<file path="src/rtl/mtrap_pkg.sv">
`timescale 1ns/1ps
package mtrap_pkg;

    localparam int NUM_CSR = 4;

    // Position of each machine CSR in the one-hot select vector
    localparam int IDX_TVEC  = 0;
    localparam int IDX_EPC   = 1;
    localparam int IDX_CAUSE = 2;
    localparam int IDX_TVAL  = 3;

    localparam logic [6:0] OPC_SYSTEM = 7'h73;

    localparam logic [2:0] F3_PRIV = 3'b000;
    localparam logic [2:0] F3_SWAP = 3'b001;
    localparam logic [2:0] F3_SET  = 3'b010;
    localparam logic [2:0] F3_CLR  = 3'b011;

    localparam logic [11:0] IMM_ECALL  = 12'h000;
    localparam logic [11:0] IMM_EBREAK = 12'h001;
    localparam logic [11:0] IMM_MRET   = 12'h302;

    localparam int CAUSE_ILLEGAL = 2;
    localparam int CAUSE_BREAK   = 3;
    localparam int CAUSE_ECALL_M = 11;

    typedef enum logic [2:0] {
        OP_NONE,
        OP_SWAP,
        OP_SET,
        OP_CLR,
        OP_ECALL,
        OP_EBREAK,
        OP_MRET,
        OP_ILLEGAL
    } op_e;

    typedef struct packed {
        op_e                op;
        logic [NUM_CSR-1:0] sel;
        logic               wr_en;
    } dec_t;

    function automatic logic [11:0] csr_addr_of(int unsigned idx);
        case (idx)
            0:       return 12'h305;
            1:       return 12'h341;
            2:       return 12'h342;
            default: return 12'h343;
        endcase
    endfunction

    // Causes whose trap value is the faulting address
    function automatic logic cause_keeps_addr(int unsigned c);
        return (c == 0) || (c == 1) || (c == 4) || (c == 5) || (c == 6) || (c == 7);
    endfunction

endpackage

</file>
<file path="src/rtl/mtrap_decode.sv">
`timescale 1ns/1ps
module mtrap_decode
    import mtrap_pkg::*;
(
    input  logic        valid,
    input  logic [31:0] instr,
    output dec_t        dec
);

    logic [11:0]        f_csr;
    logic [4:0]         f_rs1;
    logic [2:0]         f_fn3;
    logic [4:0]         f_rd;
    logic [6:0]         f_opc;
    logic [NUM_CSR-1:0] hit;

    assign f_csr = instr[31:20];
    assign f_rs1 = instr[19:15];
    assign f_fn3 = instr[14:12];
    assign f_rd  = instr[11:7];
    assign f_opc = instr[6:0];

    for (genvar g = 0; g < NUM_CSR; g++) begin : g_match
        assign hit[g] = (f_csr == csr_addr_of(g));
    end

    always_comb begin
        dec.op    = OP_NONE;
        dec.sel   = '0;
        dec.wr_en = 1'b0;
        if (valid && f_opc == OPC_SYSTEM) begin
            case (f_fn3)
                F3_PRIV: begin
                    if (f_rs1 != 5'd0 || f_rd != 5'd0) begin
                        dec.op = OP_ILLEGAL;
                    end else if (f_csr == IMM_ECALL) begin
                        dec.op = OP_ECALL;
                    end else if (f_csr == IMM_EBREAK) begin
                        dec.op = OP_EBREAK;
                    end else if (f_csr == IMM_MRET) begin
                        dec.op = OP_MRET;
                    end else begin
                        dec.op = OP_ILLEGAL;
                    end
                end
                F3_SWAP, F3_SET, F3_CLR: begin
                    if (hit == '0) begin
                        dec.op = OP_ILLEGAL;
                    end else begin
                        dec.op    = (f_fn3 == F3_SWAP) ? OP_SWAP :
                                    (f_fn3 == F3_SET)  ? OP_SET  : OP_CLR;
                        dec.sel   = hit;
                        dec.wr_en = (f_fn3 == F3_SWAP) || (f_rs1 != 5'd0);
                    end
                end
                default: dec.op = OP_ILLEGAL;
            endcase
        end
    end

endmodule

</file>
<file path="src/rtl/mtrap_tval_sel.sv">
`timescale 1ns/1ps
module mtrap_tval_sel
    import mtrap_pkg::*;
#(
    parameter int XLEN    = 32,
    parameter int CAUSE_W = 4
) (
    input  logic [CAUSE_W-1:0] cause,
    input  logic [XLEN-1:0]    addr,
    output logic [XLEN-1:0]    tval
);

    localparam int NCODES = 1 << CAUSE_W;

    logic [NCODES-1:0] keep;

    for (genvar g = 0; g < NCODES; g++) begin : g_keep
        assign keep[g] = cause_keeps_addr(g);
    end

    assign tval = keep[cause] ? addr : '0;

endmodule

</file>
<file path="src/rtl/mtrap_csr_file.sv">
`timescale 1ns/1ps
module mtrap_csr_file
    import mtrap_pkg::*;
#(
    parameter int              XLEN      = 32,
    parameter int              CAUSE_W   = 4,
    parameter logic [XLEN-1:0] MTVEC_RST = XLEN'('h100)
) (
    input  logic               clk,
    input  logic               rst_n,
    input  dec_t               dec,
    input  logic [XLEN-1:0]    rs1_val,
    input  logic [XLEN-1:0]    ex_pc,
    input  logic               trap_req,
    input  logic [CAUSE_W-1:0] trap_cause,
    input  logic [XLEN-1:0]    trap_tval,
    output logic               rd_valid,
    output logic [XLEN-1:0]    rd_data,
    output logic               redirect_valid,
    output logic [XLEN-1:0]    redirect_pc,
    output logic [XLEN-1:0]    mtvec_o,
    output logic [XLEN-1:0]    mepc_o,
    output logic [XLEN-1:0]    mcause_o
);

    typedef struct packed {
        logic [XLEN-1:0] mtvec;
        logic [XLEN-1:0] mepc;
        logic [XLEN-1:0] mcause;
        logic [XLEN-1:0] mtval;
        logic            redir_v;
        logic [XLEN-1:0] redir_pc;
    } state_t;

    state_t          st_q, st_d;
    logic [XLEN-1:0] csr_view [NUM_CSR];
    logic [XLEN-1:0] old_val;
    logic [XLEN-1:0] new_val;
    logic            is_access;
    logic            enter;
    logic [XLEN-1:0] cause_n;
    logic [XLEN-1:0] tval_n;

    always_comb begin
        csr_view[IDX_TVEC]  = st_q.mtvec;
        csr_view[IDX_EPC]   = st_q.mepc;
        csr_view[IDX_CAUSE] = st_q.mcause;
        csr_view[IDX_TVAL]  = st_q.mtval;
    end

    // Old value of the addressed CSR
    always_comb begin
        old_val = '0;
        for (int i = 0; i < NUM_CSR; i++) begin
            if (dec.sel[i]) old_val = old_val | csr_view[i];
        end
    end

    assign is_access = (dec.op == OP_SWAP) || (dec.op == OP_SET) || (dec.op == OP_CLR);
    assign rd_valid  = is_access && !trap_req;
    assign rd_data   = rd_valid ? old_val : '0;

    always_comb begin
        case (dec.op)
            OP_SET:  new_val = old_val | rs1_val;
            OP_CLR:  new_val = old_val & ~rs1_val;
            default: new_val = rs1_val;
        endcase
    end

    always_comb begin
        st_d         = st_q;
        st_d.redir_v = 1'b0;
        enter        = 1'b0;
        cause_n      = '0;
        tval_n       = '0;
        if (trap_req) begin
            enter   = 1'b1;
            cause_n = XLEN'(trap_cause);
            tval_n  = trap_tval;
        end else begin
            case (dec.op)
                OP_ILLEGAL: begin
                    enter   = 1'b1;
                    cause_n = XLEN'(CAUSE_ILLEGAL);
                end
                OP_ECALL: begin
                    enter   = 1'b1;
                    cause_n = XLEN'(CAUSE_ECALL_M);
                end
                OP_EBREAK: begin
                    enter   = 1'b1;
                    cause_n = XLEN'(CAUSE_BREAK);
                end
                OP_MRET: begin
                    st_d.redir_v  = 1'b1;
                    st_d.redir_pc = st_q.mepc;
                end
                OP_SWAP, OP_SET, OP_CLR: begin
                    if (dec.wr_en) begin
                        if (dec.sel[IDX_TVEC])  st_d.mtvec  = {new_val[XLEN-1:2], 2'b00};
                        if (dec.sel[IDX_EPC])   st_d.mepc   = new_val;
                        if (dec.sel[IDX_CAUSE]) st_d.mcause = new_val;
                        if (dec.sel[IDX_TVAL])  st_d.mtval  = new_val;
                    end
                end
                default: ;
            endcase
        end
        if (enter) begin
            st_d.mepc     = ex_pc;
            st_d.mcause   = cause_n;
            st_d.mtval    = tval_n;
            st_d.redir_v  = 1'b1;
            st_d.redir_pc = st_q.mtvec;
        end
    end

    always_ff @(posedge clk or negedge rst_n) begin
        if (!rst_n) begin
            st_q       <= '0;
            st_q.mtvec <= {MTVEC_RST[XLEN-1:2], 2'b00};
        end else begin
            st_q <= st_d;
        end
    end

    assign redirect_valid = st_q.redir_v;
    assign redirect_pc    = st_q.redir_pc;
    assign mtvec_o        = st_q.mtvec;
    assign mepc_o         = st_q.mepc;
    assign mcause_o       = st_q.mcause;

endmodule

</file>
<file path="src/rtl/mtrap_csr_unit.sv">
`timescale 1ns/1ps
module mtrap_csr_unit
    import mtrap_pkg::*;
#(
    parameter int              XLEN      = 32,
    parameter int              CAUSE_W   = 4,
    parameter logic [XLEN-1:0] MTVEC_RST = XLEN'('h100)
) (
    input  logic               clk,
    input  logic               rst_n,
    input  logic               instr_valid,
    input  logic [31:0]        instr,
    input  logic [XLEN-1:0]    rs1_val,
    input  logic [XLEN-1:0]    ex_pc,
    input  logic               trap_req,
    input  logic [CAUSE_W-1:0] trap_cause,
    input  logic [XLEN-1:0]    trap_addr,
    output logic               rd_valid,
    output logic [XLEN-1:0]    rd_data,
    output logic               redirect_valid,
    output logic [XLEN-1:0]    redirect_pc
);

    dec_t            dec;
    logic [XLEN-1:0] tval_sel;
    logic [XLEN-1:0] mtvec_cur;
    logic [XLEN-1:0] mepc_cur;
    logic [XLEN-1:0] mcause_cur;
    logic            dec_illegal;
    logic            dec_mret;
    logic            dec_ecall;

    mtrap_decode u_decode (
        .valid (instr_valid),
        .instr (instr),
        .dec   (dec)
    );

    mtrap_tval_sel #(
        .XLEN    (XLEN),
        .CAUSE_W (CAUSE_W)
    ) u_tval (
        .cause (trap_cause),
        .addr  (trap_addr),
        .tval  (tval_sel)
    );

    mtrap_csr_file #(
        .XLEN      (XLEN),
        .CAUSE_W   (CAUSE_W),
        .MTVEC_RST (MTVEC_RST)
    ) u_file (
        .clk            (clk),
        .rst_n          (rst_n),
        .dec            (dec),
        .rs1_val        (rs1_val),
        .ex_pc          (ex_pc),
        .trap_req       (trap_req),
        .trap_cause     (trap_cause),
        .trap_tval      (tval_sel),
        .rd_valid       (rd_valid),
        .rd_data        (rd_data),
        .redirect_valid (redirect_valid),
        .redirect_pc    (redirect_pc),
        .mtvec_o        (mtvec_cur),
        .mepc_o         (mepc_cur),
        .mcause_o       (mcause_cur)
    );

    assign dec_illegal = (dec.op == OP_ILLEGAL);
    assign dec_mret    = (dec.op == OP_MRET);
    assign dec_ecall   = (dec.op == OP_ECALL);

endmodule

</file>
<file path="config.mk">
export PLATFORM = sky130hd
export DESIGN_NAME = mtrap_csr_unit
export DESIGN_NICKNAME = d
export VERILOG_FILES = /design/src/rtl/mtrap_pkg.sv /design/src/rtl/mtrap_decode.sv /design/src/rtl/mtrap_tval_sel.sv /design/src/rtl/mtrap_csr_file.sv /design/src/rtl/mtrap_csr_unit.sv
export SDC_FILE = /design/constraint.sdc
export NUM_CORES = 1
export LEC_CHECK = 0
export ABC_AREA = 1
export BUFFER_PORTS_ARGS = -buffer_cell sky130_fd_sc_hd__clkbuf_2
export CAP_MARGIN = 5
export CORE_MARGIN = 8
export CORE_UTILIZATION = 50
export DETAILED_ROUTE_END_ITERATION = 8
export PLACE_DENSITY = 0.76
export SYNTH_ARGS = -nofsm -noshare
export SYNTH_HDL_FRONTEND = slang
export SYNTH_HIERARCHICAL = 1
export SYNTH_SLANG_ARGS = --single-unit
</file>
<file path="constraint.sdc">
create_clock -name clk -period 2.3 [get_ports clk]
set_input_delay 0.23 -clock clk [delete_from_list [all_inputs] [get_ports clk]]
set_output_delay 0.23 -clock clk [all_outputs]
set_load 0.02 [all_outputs]
</file>
* Word-level counts from Yosys, hierarchy flattened
Memories as Yosys holds them, arrays and structs flattened.
Index checks and enable logic that the tools add are counted.
W data, S select, Z words.
** Storage, ports and cells
- Register bits :: 159
- Bits in latches :: 0
- Bits in writable memories :: 0
- Bits in read-only memories :: 16
- Input bits :: 136
- Word-level logic and storage cells :: 91
- Memories kept :: 1
** Operators by class
- Add/sub/neg operators :: 0
- $mul :: 0
- Div/mod/pow operators :: 0
- $lt $le $gt $ge :: 1
- Equality and inequality tests :: 18
- Shifts and indexed selects :: 0
- Muxes and demuxes :: 32
- Bitwise operators :: 7
- Reduce and logical (&&, ||, !) cells :: 26
** Memories
- (name not given) :: depth 16, bits a word 1, read ports 1, clocked after memory_dff 0, wr ports 0, RTL line mtrap_tval_sel.sv:21 : assign tval = keep[cause] ? addr : '0;
** Operators with widths (count)
- $mux W32 :: 11
- $mux W129 :: 2
- $mux W96 :: 2
- $or A32 B32 Y32 :: 4
- $pmux W32 S2 :: 1
- $eq A12 B10 Y1 const B :: 5
- $mux W33 :: 1
- $and A32 B32 Y32 :: 1
- $not A32 Y32 :: 1
- $reduce_and A4 Y1 :: 4
- $mux W3 :: 5
- $eq A12 B1 Y1 const B :: 1
- $eq A3 B2 Y1 const B :: 4
- $eq A3 B3 Y1 const B :: 4
- $logic_not A12 Y1 :: 1
- $pmux W4 S3 :: 1
- $reduce_bool A2 Y1 :: 6
- $mux W5 :: 2
- $reduce_bool A5 Y1 :: 2
- $reduce_or A3 Y1 :: 3
- $mux W8 :: 1
- $eq A7 B7 Y1 const B :: 1
- $eq A3 B1 Y1 const B :: 2
- $pmux W3 S2 :: 1
- 10 further kinds :: 18

* Logic depth before layout (Yosys ltp)
- Depth in word-level cells :: 21
- Gate-level depth with buffers :: 16

* Cells and area by module
The synthesis kept the hierarchy.
** Modules (own cells, without submodules)
- mtrap_csr_file :: times used 1, cells each 1352, area an instance 9471.6 um^2
- mtrap_tval_sel :: times used 1, cells each 71, area an instance 374.1 um^2
- mtrap_decode :: times used 1, cells each 84, area an instance 362.8 um^2

* Worst setup path before layout
No wires, ideal clock.
- Path kind :: in2out
- Start :: in instr[22]
- End :: out rd_valid
- Arrival time :: 1.787 ns
- Required time :: 2.070 ns
- Setup slack :: 0.283 ns
- Stages on the path :: 10
- Path buffers :: 1
- Path through :: inv_1 nand2_1 nor2_1 nand3_1 nand2_2 a21oi_1 nor2_4 nand2_1 clkbuf_1 inv_1
** RTL lines
- start, declared :: RTL line mtrap_csr_unit.sv:12 : input logic [31:0] instr,
- end, declared :: RTL line mtrap_csr_unit.sv:18 : output logic rd_valid,

==> results.md <==
- Starting density of the core: 0.509
- DIE AREA: about 24000 um^2
- Worst-Margin Slew: between 0.5 and 0.6 ns
- Pre-CTS setup slack: -0.0305 ns
- Outcome: finished, final reports clean
- Post-layout min period: approximately 2.2 ns
- Final slew viol count: 0
- CP endpoint kind: output pin
- Met3 Use GR: 0.0594
- Antenna diodes: 0
- Int Pwr: about 0.0054 W
- Sw Ratio: 0.253
- Sw Pwr: 0.00185 W
- Hold_sp: ex_pc[1]
- GPL Wtd Cong: just over 0.9
- Mapped Area: roughly 9500 um^2
- Row cnt: 50
- Final worst slack: 0.0901 ns
- Worst R2R Start: u_file/mtvec_o[8]$_DFFE_PN1P_
- Syn-to-layout area delta: 26.0%
- Total detailed-routing wirelength: roughly 32000 um
- Final cell count without fillers: 1858
- Clock root buffer: clkbuf_16
- Vias: approximately 10k
- Die Width: 154 um
- Layout Skew: 0.00744 ns
- Global-route wire length before repair: approximately 51000 um
- Num ports: between 200 and 250
- Final hold viol count: 0
- Peak VDD IR: roughly 460 uV
- Initial antenna violation count: 0
- DR DRC count: 0
- Final period utilization: 0.961
- Clock transition at the registers of the reported paths: about 0.060 ns
- Clk Latency, worst-skew pair: 0.43 ns
- Worst Hold Path Cells: 3
- # clock sinks: roughly 160
- Remaining global-route overflow: 0
- H-Tree Depth: 4
- Synth Warn #: 6
- M2 GR Usage: 0.417
- Num CTS Buffers: 17
- Worst-path fanout max: 19
- Hold path endpoint: u_file/mepc_o[1]$_DFFE_PN0P_
- Met1 Resource Use GR: 0.355
- Global route hottest layer: met2
- Most common cell after layout, fill and taps aside: nand2_1
- Dpl cells: about 1.8k
- Drt wl/cell: around 17 um
- TritonRoute pass-1 iters: 5
- Vias/cell: ~5.3
- Comb power frac: 0.128
- WHS: 0.0776 ns
- Hold Path Class: in -> reg
- CTS tree: yes
- Final setup vio count: 0
- Largest net degree at the start of global routing: 57
- Fillers: about 1.7k
- Max-slew headroom: 0.625
- Cell Pwr Density: approximately 600 nW/um^2
- R2R Setup Slk: 0.92 ns
- Synthesized area per cell: around 6.7 um^2
- CTS Buffer Depth: 2
- Mapped Cells: ~1.4k
- Vias in the first global route: around 9.7k
- RR Endpoint: u_file/mepc_o[8]$_DFFE_PN0P_
- Critical Path AT: 1.98 ns
- Setup TNS: 0 ns
- Core area: 18600 um^2
- Clock power share: 0.444
- Iteration-0 DRC count of the detailed router: a little over 900
- Port-buffer cells: 201
- Sequential fraction of design power: 0.428
- FF-to-FF path depth: 8
- Final #Nets: 1747
- Dpl hpwl: about 23000 um
- Worst setup path class: in -> out
- Worst Setup Start Kind: input pin
- Most frequent cells in the layout: nand2_1 (514), inv_1 (238), clkbuf_2 (189)
- Max Cap Viol: 0
- Post-route ant nets: 0
- DIE HEIGHT: approximately 150 um
- Setup repair after global routing missed its margin: yes
- Leakage: 6.56 nW
- Layout cells sized above 1: 0.211
- Peak Freq: about 0.45 GHz
- GRT Overall Usage: 0.267
- Critical Path RT: ~2.1 ns
- Post-Syn Nets: ~1.5k
timing repair:
action | in CTS | in global routing
hold buffers | 1 | 0
setup buffers | 0 | 1
endpoints found under the setup margin | 0 | 22
hold endpoints to repair | 52 | 0
resized for setup | 0 | 32
power groups by stage:
stage	clock network, W	logic, W	registers (W)
2_1_floorplan	0	0.000462	0.00318
3_3_place_gp	0	0.000895	0.00316
3_5_place_dp	0	0.000918	0.00317
4_1_cts	0.00326	0.000930	0.00312
5_1_grt	0.00339	0.00103	0.00314
6_report	0.00324	0.000934	0.00312
state kept, by name, indices dropped and copies added, names as in the netlist:
register / count
u_file/mtvec_o: 30
u_file/mepc_o: 32
u_file/mcause_o: 32
u_file/csr_view: 32
u_file/redirect_valid: 1
u_file/redirect_pc: 32
worst max path at each step:
stage	slack (ns)	startpoint	depth (start not counted)	to
3_3_place_gp	0.09	instr[26]	17	u_file/csr_view[24]$_DFFE_PN0P_
3_5_place_dp	-0.03	instr[26]	17	u_file/csr_view[25]$_DFFE_PN0P_
5_1_grt	-0.009	instr[12]	11	rd_data[31]
2_1_floorplan	0.28	instr[22]	10	rd_valid
6_report	0.09	instr[21]	13	rd_data[31]
4_1_cts	0.11	instr[21]	14	rd_data[25]
cell type report:
class / instances / area [um^2] / area share
timing repair buffer: 255 / 1790 / 0.149
sequential: 159 / 3980 / 0.333
clock buffer: 23 / 468 / 0.0392
multi-input combinational: 937 / 4320 / 0.361
clock inverter: 9 / 203 / 0.0170
inverter: 241 / 905 / 0.0757
tap: 234 / 293 / 0.0245
worst max-delay path, stage by stage:
cell and delay (ns):
clkbuf_2 0.11, inv_1 0.05, nand2_1 0.06, nor2_2 0.13, nand3_2 0.11, nand2_2 0.11
a21oi_1 0.11, buf_12 0.17, nor2_4 0.11, nand2_1 0.09, buf_12 0.18, a21oi_1 0.27
clkbuf_2 0.23
per-stage QoR:
step	power [W]	utilization	area, um^2
4_1_cts	0.00730	0.636	11900
3_5_place_dp	0.00408	0.599	11200
6_report	0.00729	0.641	12000
3_3_place_gp	0.00405	0.599	11200
5_1_grt	0.00756	0.641	12000
2_1_floorplan	0.00364	-	9480
per-layer routing:
metal	part of all wire	vias up
li1	-	4735
met1	0.42	4462
met2	0.44	611
met3	0.11	83
met4	0.031	0
met5	0	-
No activity file was read; power rests on OpenSTA's default activity.
